===== src/rtl/pwr_sysctl_pkg.sv =====
package pwr_sysctl_pkg;

    localparam int unsigned DATA_W = 8;

    // register addresses
    localparam int unsigned A_WDOG  = 0;
    localparam int unsigned A_IRQ   = 1;
    localparam int unsigned A_BTN   = 2;
    localparam int unsigned A_SHUT  = 3;
    localparam int unsigned A_CAUSE = 4;

    // watchdog control bits
    localparam int unsigned B_WD_PCYC = 0;
    localparam int unsigned B_WD_SRST = 1;
    // button status bits
    localparam int unsigned B_BTN_LIVE = 0;
    localparam int unsigned B_BTN_PRS  = 1;
    localparam int unsigned B_BTN_REL  = 2;
    // shutdown / power-cycle control bits
    localparam int unsigned B_SH_ARM   = 0;
    localparam int unsigned B_SH_OFF   = 1;
    localparam int unsigned B_SH_START = 2;
    // reset cause bits
    localparam int unsigned B_CS_SRST = 0;
    localparam int unsigned B_CS_PCYC = 1;

    localparam logic [DATA_W-1:0] IRQ_IDLE = 8'hFF;

    typedef struct packed {
        logic              wd_pcyc_en;
        logic              wd_srst_en;
        logic [DATA_W-1:0] irq_src;
        logic              prs_flag;
        logic              rel_flag;
        logic              armed;
        logic              srst_flag;
        logic              pcyc_flag;
        logic              srst_pulse;
        logic              wd_pcyc_pulse;
        logic              off_pulse;
    } ctrl_state_t;

endpackage


===== src/rtl/btn_edge_sync.sv =====
module btn_edge_sync #(
    parameter int unsigned SYNC_STAGES = 2
) (
    input  logic clk,
    input  logic rst_n,
    input  logic btn_n,
    output logic level,
    output logic press,
    output logic release_ev
);

    typedef struct packed {
        logic [SYNC_STAGES:0] sh;
    } sync_state_t;

    sync_state_t s_d, s_q;

    always_comb begin
        s_d    = s_q;
        s_d.sh = {s_q.sh[SYNC_STAGES-1:0], ~btn_n};
    end

    always_ff @(posedge clk or negedge rst_n) begin
        if (!rst_n) s_q <= '0;
        else        s_q <= s_d;
    end

    assign level      = s_q.sh[SYNC_STAGES-1];
    assign press      = s_q.sh[SYNC_STAGES-1] & ~s_q.sh[SYNC_STAGES];
    assign release_ev = ~s_q.sh[SYNC_STAGES-1] & s_q.sh[SYNC_STAGES];

endmodule


===== src/rtl/pcyc_delay_timer.sv =====
module pcyc_delay_timer #(
    parameter int unsigned DELAY_CYC = 2_000_000,
    localparam int unsigned CNT_W = $clog2(DELAY_CYC + 1)
) (
    input  logic clk,
    input  logic rst_n,
    input  logic start,
    output logic busy,
    output logic done
);

    typedef struct packed {
        logic             busy;
        logic [CNT_W-1:0] cnt;
        logic             done;
    } tmr_state_t;

    tmr_state_t t_d, t_q;

    always_comb begin
        t_d      = t_q;
        t_d.done = 1'b0;
        if (t_q.busy) begin
            if (t_q.cnt == '0) begin
                t_d.busy = 1'b0;
                t_d.done = 1'b1;
            end else begin
                t_d.cnt = t_q.cnt - 1'b1;
            end
        end else if (start) begin
            t_d.busy = 1'b1;
            t_d.cnt  = CNT_W'(DELAY_CYC - 1);
        end
    end

    always_ff @(posedge clk or negedge rst_n) begin
        if (!rst_n) t_q <= '0;
        else        t_q <= t_d;
    end

    assign busy = t_q.busy;
    assign done = t_q.done;

endmodule


===== src/rtl/pwr_sysctl.sv =====
module pwr_sysctl
    import pwr_sysctl_pkg::*;
#(
    parameter int unsigned ADDR_W      = 3,
    parameter int unsigned CLK_FREQ_HZ = 250_000_000,
    parameter int unsigned DELAY_US    = 8000,
    parameter int unsigned SYNC_STAGES = 2
) (
    input  logic              clk,
    input  logic              rst_n,
    input  logic [ADDR_W-1:0] reg_addr,
    input  logic [DATA_W-1:0] reg_wdata,
    input  logic              reg_wr,
    input  logic              reg_rd,
    output logic [DATA_W-1:0] reg_rdata,
    input  logic              sleep_enter,
    input  logic              wdog_expire,
    input  logic              btn_n,
    input  logic              irq_src_valid,
    input  logic [DATA_W-1:0] irq_src_id,
    input  logic              srst_done,
    input  logic              pcyc_done,
    output logic              srst_req,
    output logic              pcyc_req,
    output logic              all_off_req
);

    localparam int unsigned CYC_PER_US = CLK_FREQ_HZ / 1_000_000;
    localparam int unsigned DELAY_CYC  = (CYC_PER_US * DELAY_US < 1) ? 1 : CYC_PER_US * DELAY_US;

    ctrl_state_t c_d, c_q;

    logic btn_level, btn_press, btn_release;
    logic tmr_start, tmr_busy, tmr_done;
    logic unused_wdata;

    assign unused_wdata = ^reg_wdata[DATA_W-1:3];

    btn_edge_sync #(
        .SYNC_STAGES (SYNC_STAGES)
    ) u_btn (
        .clk        (clk),
        .rst_n      (rst_n),
        .btn_n      (btn_n),
        .level      (btn_level),
        .press      (btn_press),
        .release_ev (btn_release)
    );

    pcyc_delay_timer #(
        .DELAY_CYC (DELAY_CYC)
    ) u_tmr (
        .clk   (clk),
        .rst_n (rst_n),
        .start (tmr_start),
        .busy  (tmr_busy),
        .done  (tmr_done)
    );

    function automatic logic at(input logic [ADDR_W-1:0] a, input int unsigned reg_a);
        return a == ADDR_W'(reg_a);
    endfunction

    logic wr_wdog, wr_shut, rd_irq, rd_btn, rd_cause;

    always_comb begin
        wr_wdog  = reg_wr && at(reg_addr, A_WDOG);
        wr_shut  = reg_wr && at(reg_addr, A_SHUT);
        rd_irq   = reg_rd && at(reg_addr, A_IRQ);
        rd_btn   = reg_rd && at(reg_addr, A_BTN);
        rd_cause = reg_rd && at(reg_addr, A_CAUSE);
    end

    assign tmr_start = wr_shut && reg_wdata[B_SH_START];

    always_comb begin
        c_d               = c_q;
        c_d.srst_pulse    = 1'b0;
        c_d.wd_pcyc_pulse = 1'b0;
        c_d.off_pulse     = 1'b0;

        // watchdog enables; sleep wins
        if (wr_wdog) begin
            c_d.wd_pcyc_en = reg_wdata[B_WD_PCYC];
            c_d.wd_srst_en = reg_wdata[B_WD_SRST];
        end
        if (sleep_enter) begin
            c_d.wd_pcyc_en = 1'b0;
            c_d.wd_srst_en = 1'b0;
        end

        // watchdog expiry; power cycle dominates soft reset
        if (wdog_expire) begin
            if (c_q.wd_pcyc_en)      c_d.wd_pcyc_pulse = 1'b1;
            else if (c_q.wd_srst_en) c_d.srst_pulse    = 1'b1;
        end

        // interrupt source byte; load wins over read-restore
        if (rd_irq)        c_d.irq_src = IRQ_IDLE;
        if (irq_src_valid) c_d.irq_src = irq_src_id;

        // button flags; edge wins over read-clear
        if (rd_btn) begin
            c_d.prs_flag = 1'b0;
            c_d.rel_flag = 1'b0;
        end
        if (btn_press)   c_d.prs_flag = 1'b1;
        if (btn_release) c_d.rel_flag = 1'b1;

        // two-write shutdown
        if (wr_shut) begin
            if (reg_wdata[B_SH_OFF]) begin
                if (c_q.armed) begin
                    c_d.off_pulse = 1'b1;
                    c_d.armed     = 1'b0;
                end
            end else begin
                c_d.armed = reg_wdata[B_SH_ARM];
            end
        end

        // reset cause flags; set wins over read-clear
        if (rd_cause) begin
            c_d.srst_flag = 1'b0;
            c_d.pcyc_flag = 1'b0;
        end
        if (srst_done) c_d.srst_flag = 1'b1;
        if (pcyc_done) c_d.pcyc_flag = 1'b1;
    end

    always_ff @(posedge clk or negedge rst_n) begin
        if (!rst_n) begin
            c_q         <= '0;
            c_q.irq_src <= IRQ_IDLE;
        end else begin
            c_q <= c_d;
        end
    end

    always_comb begin
        reg_rdata = '0;
        if (at(reg_addr, A_WDOG)) begin
            reg_rdata[B_WD_PCYC] = c_q.wd_pcyc_en;
            reg_rdata[B_WD_SRST] = c_q.wd_srst_en;
        end else if (at(reg_addr, A_IRQ)) begin
            reg_rdata = c_q.irq_src;
        end else if (at(reg_addr, A_BTN)) begin
            reg_rdata[B_BTN_LIVE] = btn_level;
            reg_rdata[B_BTN_PRS]  = c_q.prs_flag;
            reg_rdata[B_BTN_REL]  = c_q.rel_flag;
        end else if (at(reg_addr, A_SHUT)) begin
            reg_rdata[B_SH_ARM]   = c_q.armed;
            reg_rdata[B_SH_START] = tmr_busy;
        end else if (at(reg_addr, A_CAUSE)) begin
            reg_rdata[B_CS_SRST] = c_q.srst_flag;
            reg_rdata[B_CS_PCYC] = c_q.pcyc_flag;
        end
    end

    assign srst_req    = c_q.srst_pulse;
    assign pcyc_req    = c_q.wd_pcyc_pulse | tmr_done;
    assign all_off_req = c_q.off_pulse;

endmodule


===== config.mk =====
export PLATFORM = sky130hd
export DESIGN_NAME = pwr_sysctl
export DESIGN_NICKNAME = d
export VERILOG_FILES = /design/src/rtl/pwr_sysctl_pkg.sv /design/src/rtl/btn_edge_sync.sv /design/src/rtl/pcyc_delay_timer.sv /design/src/rtl/pwr_sysctl.sv
export SDC_FILE = /design/constraint.sdc
export NUM_CORES = 1
export LEC_CHECK = 0
export BUFFER_PORTS_ARGS = -buffer_cell sky130_fd_sc_hd__buf_2
export CAP_MARGIN = 20
export CORE_ASPECT_RATIO = 1.2
export CORE_MARGIN = 4
export CORE_UTILIZATION = 50
export CTS_CLUSTER_DIAMETER = 30
export DETAILED_ROUTE_END_ITERATION = 12
export PLACE_DENSITY = 0.79
export SLEW_MARGIN = 40
export SYNTH_ARGS = -nofsm -noshare
export SYNTH_HDL_FRONTEND = slang
export SYNTH_SLANG_ARGS = --single-unit

===== constraint.sdc =====
create_clock -name clk -period 2.2 [get_ports clk]
set_input_delay 0.22 -clock clk [delete_from_list [all_inputs] [get_ports clk]]
set_output_delay 0.22 -clock clk [all_outputs]
set_load 0.03 [all_outputs]

Word level (Yosys, flattened, before mapping):

Index checks and enable logic that the tools add are counted.

* register bits after elaboration: 44
* output and inout port bits: 11

* $add $sub $neg: 1
* equal/unequal tests: 5
* mux-type cells: 33
* bitwise operators: 6
* reduce and logical (&&, ||, !) cells: 16

Operator list (number)
* 22-bit 2-to-1 mux: 2
* 21-bit logical NOT: 1
* 21-bit 2-to-1 mux: 1
* 21-bit by 1-bit subtractor with 21-bit output (second input constant): 1
* 1-bit 2-to-1 mux: 17
* 8-bit 2-to-1 mux: 2
* 2-bit 2-to-1 mux: 7
* 2-bit nonzero test: 7
* 3-bit by 2-bit == test with 1-bit output (second input constant): 2
* 1-bit logical AND: 6
* 3-bit 2-to-1 mux: 2
* 6-bit 2-to-1 mux: 1
* 5-bit 2-to-1 mux: 1
* 3-bit by 1-bit == test with 1-bit output (second input constant): 1
* 3-bit == test (second input constant): 1
* 3-bit logical NOT: 1
* 1-bit NOT: 3
* 1-bit bitwise AND: 2
* 2-bit inequality test (second input constant): 1
* 2-bit AND reduction: 1
* 1-bit OR: 1

Longest topological paths before layout:

* depth in word-level cells: 6
* gate-level depth with buffers: 7

By module:

A second synthesis with hierarchy kept.

* cells, all modules: 219
* area total of the unflattened synthesis: 2351.0 µm²

Modules (own cells, without submodules)
* pcyc_delay_timer: instances 1, cells an instance 132, area each 1283.7 µm²
* pwr_sysctl: instances 1, cells an instance 81, area each 973.4 µm²
* btn_edge_sync: instances 1, cells an instance 6, area each 93.8 µm²

Least setup slack after synthesis:

Ideal clock, no wire load.

* path type: register to register
* from: register u_tmr.t_q[15] in the netlist's numbering
* to: register u_tmr.t_q[11] in the netlist's numbering
* setup time: 0.124 ns
* data arrival time: 2.048 ns
* required time: 2.076 ns
* slack: 0.028 ns
* stages on the path, launching flop included: 7
* buffers on the path: 2
* clock period less this slack: 2.172 ns
* cell sequence: dfrtp_1 > or4_4 > buf_6 > or4b_4 > buf_6 > nor3b_1 > a211o_1

* cells in the longest elaborated chain, start to end: 3

RTL lines
* start, declared: line pcyc_delay_timer.sv:18 `tmr_state_t t_d, t_q;`
* start signal, assigned: line pcyc_delay_timer.sv:38 `else t_q <= t_d;`
* 21-bit logical NOT: line pcyc_delay_timer.sv:24 `if (t_q.cnt == '0) begin`
* 2-bit inequality test (no line)
* 2-bit AND reduction (no line)

Every way passes these cells.
A chain may end at the register's enable or synchronous reset.

Final worst setup path:

* from: register u_tmr.t_q[16] in the netlist's numbering
* to: register u_tmr.t_q[11] in the netlist's numbering

The elaborated chain is that of the path after synthesis.

==> impl_summary.md <==
Status
The run finished with clean final reports.

Power and ir drop
The part of the total power dissipated in combinational logic is 8.9%. The clock network fraction of design power is 33.3%. For this design the total switching power over the nets is 370 µW. In this run the static leakage power is 0.00121 µW.

The share of power burned in registers is 57.8%. The internal portion of total power is 1120 µW. The largest vdd supply drop is 276 µV. Net switching is 24.9% of the power.

The power density over the cells is 566 mW/mm².

Flow run
The max-cap check violation count is 0.

STA
In the final timing run, aggregate negative setup slack is 0 ns. Setup repair after global routing could not meet its margin everywhere. The final hold violation count was 0.

The clock period could shrink to 2.15 ns. Between clock sinks in the finished design, the worst skew comes to 0.00876 ns. Of the available clock period, the critical path in the final layout requires 97.5%. At the pin with the least slew margin, the transition time is 0.638 ns. Setup violations remaining at the end of the flow were counted as 0. The total count of max-transition violations in the final report is 0.

The highest clock frequency the design can meet is 466 MHz. The headroom to the max-slew limit is 56.9%.

Die
The die is 68.8 µm wide. The floorplan has 26 rows. 40 I/O pins were placed.

The starting density of the core is 52.0%. The die covers 0.00556 mm². The vertical extent of the die is 80.9 µm. The area of the placeable core is 0.00426 mm².

Clock tree
The clock latency of the later-clocked register in the worst-skew pair is 0.30 ns. The clock passes through at most 2 buffers. Buffers inserted during clock tree synthesis total 5. The number of levels the H-tree was split into is 2.

The TritonCTS clock tree is done. In this run the clock root is driven by a sky130_fd_sc_hd__clkbuf_8. The sink count of the clock tree is 44. After clock tree synthesis, the clock-pin slew on the worst setup and hold paths is 0.08 ns.

Setup path
Data arrives at the worst endpoint at 2.34 ns. Among cell families on the critical path, the largest total delay comes from simple AND/OR/NAND/NOR gates. The worst register-to-register path begins at u_tmr.t_q[16]$_DFFE_PN0P_.

The number of buffers and inverters on the critical path is 0. The worst setup path is launched from a flop. The critical path goes through or4_4 > or4b_4 > nor3b_1 > a211o_1. Tracing the worst setup path back leads to its startpoint at u_tmr.t_q[16]$_DFFE_PN0P_. On the worst path, the slowest cell contributes a delay of 0.61 ns. The endpoint identified for the worst register-to-register timing path is u_tmr.t_q[11]$_DFFE_PN0P_. The kind of end point of the critical path is a flop. The slowest stage of the critical path is the sky130_fd_sc_hd__or4b_4 cell.

Data on the critical path is required at its endpoint by 2.39 ns. The slack of the worst reg-to-reg path is 0.05 ns. The maximum net fanout on the critical path is 10. The depth of the most critical reg-to-reg path is 4. The critical path class is reg2reg. The path length in cells of the critical path is 4.

Synth
In this run the cell area of the synthesized design comes to 0.00221 mm². The number of flops mapped to enable cells by yosys is 0. Averaged over all synthesized cells, the footprint is 9.93 µm². After synthesis, flip-flops and latches occupy 50.2% of the total area. The post-synth net total is 253. In the synthesized netlist the async set-or-reset flop fraction comes to 100%.

For this run, the leading register cell type out of synthesis is sky130_fd_sc_hd__dfrtp_1. The number of register bits inferred by synthesis is 44. Yosys mapped the design onto 50 distinct sky130hd cell types. Counting every instance in the synthesized netlist gives 223. The total of warnings raised by yosys is 0.

Placement
Once placement completed, the tool counted placed cells totaling 316. The count of port buffers added during placement is 34. The HPWL after detailed placement is 3.29 mm. The congestion estimate from routability-driven global placement came to 0.845.

GRT
The via count of the first global-routing pass came to 1740. In the global route stage, overall resource usage came out at 18.0%. The first global-routing pass estimated 7.61 mm of wire. The maximum number of pins on one net before global-route repair is 39. The overall overflow remaining after global route is 0. The number of antenna violations at the first check in global routing was 0.

Worst hold path
Counting instances, the worst hold path has a depth of 2. The destination of the worst hold path is u_btn.s_q[0]$_DFF_PN0_. The startpoint identified for the worst hold timing path is btn_n. The type of the tightest min-delay check is in2reg.

Routing
The remaining antenna violation count is 0. Dividing the detail-routed wire length by the instance count gives 14.1 µm. Dividing the detail-routed via count by the number of cells gives 5.45.

The detailed router's first-iteration violation count is 117. The final routed DRC violation total is 0. The detailed-routing iteration count for the pre-antenna-repair pass is 4.

The vias after detailed routing is 1776. For this block, the routed nets add up to 4.60 mm of wire.

Cells and area
Excluding fillers, the count of instances in the completed layout stands at 326. The final net count is 299. The final antenna diode count is 0. The filler cells instantiated in the layout total 367. From synthesis to final layout, the design area changed by 18.6%.

The fraction of final layout cells sized beyond drive strength 1 is 28.9%.
## worst max path at each step
stage / to / slack [ns]
6_report: u_tmr.t_q[11]$_DFFE_PN0P_ / 0.05
5_1_grt: u_tmr.t_q[3]$_DFFE_PN0P_ / -0.04
4_1_cts: u_tmr.t_q[20]$_DFFE_PN0P_ / 0.03
3_5_place_dp: u_tmr.t_q[20]$_DFFE_PN0P_ / 0.04
3_3_place_gp: u_tmr.t_q[11]$_DFFE_PN0P_ / 0.09
2_1_floorplan: u_tmr.t_q[11]$_DFFE_PN0P_ / 0.03
## power groups by stage
stage	registers [µW]	logic [µW]	clock network (µW)
after floorplan	871	74.4	0
after global placement	874	128	0
after detailed placement	875	131	0
after CTS	860	132	518
after global routing	864	149	549
final	859	132	496
## sequential cells by signal (all words and copies together), names as in the netlist
register,count
all_off_req,1
c_q,16
srst_req,1
u_btn.s_q,3
u_tmr.busy,1
u_tmr.done,1
u_tmr.t_q,21
## layer usage
layer / part of all wire (%) / track usage (%)
met5: 0 / 0
met4: 1.7 / 7.02
met3: 4.9 / 4.29
met2: 50 / 30.8
met1: 43 / 21.5
## Yosys cell counts, types with 3 or more instances
cell type / count / share of area, %
sky130_fd_sc_hd__dfrtp_1: 36 / 41
sky130_fd_sc_hd__nor2_1: 29 / 4.9
sky130_fd_sc_hd__mux2i_1: 16 / 7.2
sky130_fd_sc_hd__inv_1: 14 / 2.4
sky130_fd_sc_hd__a21oi_1: 12 / 2.7
sky130_fd_sc_hd__nand2_1: 10 / 1.7
sky130_fd_sc_hd__and2_1: 8 / 2.3
sky130_fd_sc_hd__dfstp_2: 8 / 9.5
sky130_fd_sc_hd__nor3_1: 7 / 1.6
sky130_fd_sc_hd__o21ai_0: 7 / 1.6
sky130_fd_sc_hd__clkbuf_1: 6 / 1.0
sky130_fd_sc_hd__nor4_1: 5 / 1.4
sky130_fd_sc_hd__o211ai_1: 5 / 1.7
sky130_fd_sc_hd__nand3_1: 4 / 0.90
sky130_fd_sc_hd__a21o_1: 3 / 1.0
sky130_fd_sc_hd__nor3b_1: 3 / 1.0
sky130_fd_sc_hd__or2_2: 3 / 0.85
sky130_fd_sc_hd__or3_1: 3 / 0.85
sky130_fd_sc_hd__or4_1: 3 / 1.0
## layout make-up
class                           instances  area, µm²  area share (%)
Sequential cell                        44       1110            42.3
Multi-Input combinational cell        155       1020            38.8
Timing Repair Buffer                   49        288            11.0
Tap cell                               56       70.1            2.67
Clock buffer                            5       68.8            2.62
Inverter                               14       52.6            2.00
Clock inverter                          3       18.8           0.714
## stage by stage
stage	utilization, %	instance area, µm²	total power [µW]	setup WS (ns)	hold slack, ns
finish	61.7	2630	1490	0.0541	0.0533
global route	61.7	2630	1560	-0.0352	0.0497
CTS	60.7	2590	1510	0.0261	0.0439
detailed placement	58.7	2500	1010	0.0407	0.343
global placement	58.7	2500	1000	0.0928	0.335
floorplan	-	2210	946	0.0275	-0.0756
## cell families (layout without fill, tap and decap cells)
| group | Yosys count | count (layout) | synth area share, % |
|---|---|---|---|
| and+or+nand+nor | 92 | 92 | 22.9 |
| adders and majority gates | 1 | 1 | 0.565 |
| AOI/OAI and AO/OA | 45 | 45 | 13.9 |
| buffers and inverters | 24 | 71 | 4.75 |
| muxes | 17 | 17 | 7.74 |
| DFF | 44 | 44 | 50.2 |
## cell usage in the layout (no fill, tap or decap), types with 2 or more instances in the layout
master / n
sky130_fd_sc_hd__a22o_1: 2
sky130_fd_sc_hd__nand2_1: 10
sky130_fd_sc_hd__and2_1: 8
sky130_fd_sc_hd__a31oi_1: 2
sky130_fd_sc_hd__and3_1: 2
sky130_fd_sc_hd__clkbuf_8: 5
sky130_fd_sc_hd__a21o_1: 3
sky130_fd_sc_hd__nor2b_1: 2
sky130_fd_sc_hd__nand4b_1: 2
sky130_fd_sc_hd__nand2b_1: 2
sky130_fd_sc_hd__nand3_1: 4
sky130_fd_sc_hd__a21oi_1: 12
sky130_fd_sc_hd__nor2_1: 29
sky130_fd_sc_hd__nor3b_1: 3
sky130_fd_sc_hd__o31ai_1: 2
sky130_fd_sc_hd__dfstp_2: 8
sky130_fd_sc_hd__nand4_1: 2
sky130_fd_sc_hd__inv_1: 14
sky130_fd_sc_hd__clkinv_2: 2
sky130_fd_sc_hd__or2_2: 3
sky130_fd_sc_hd__or4_1: 3
sky130_fd_sc_hd__or4b_4: 2
sky130_fd_sc_hd__o211ai_1: 5
sky130_fd_sc_hd__mux2i_1: 16
sky130_fd_sc_hd__buf_4: 15
sky130_fd_sc_hd__nor3_1: 7
sky130_fd_sc_hd__o21ai_0: 7
sky130_fd_sc_hd__dfrtp_1: 36
sky130_fd_sc_hd__nor4_1: 5
sky130_fd_sc_hd__or3_1: 2
sky130_fd_sc_hd__buf_2: 33
## repair_timing
item                       in CTS  in global routing
setup buffers                   0                  1
setup endpoints to repair       0                 12
gates resized for setup         0                  4
hold buffers                    0                  1
hold endpoints to repair        0                 36
Power figures use the tool's default switching activity.
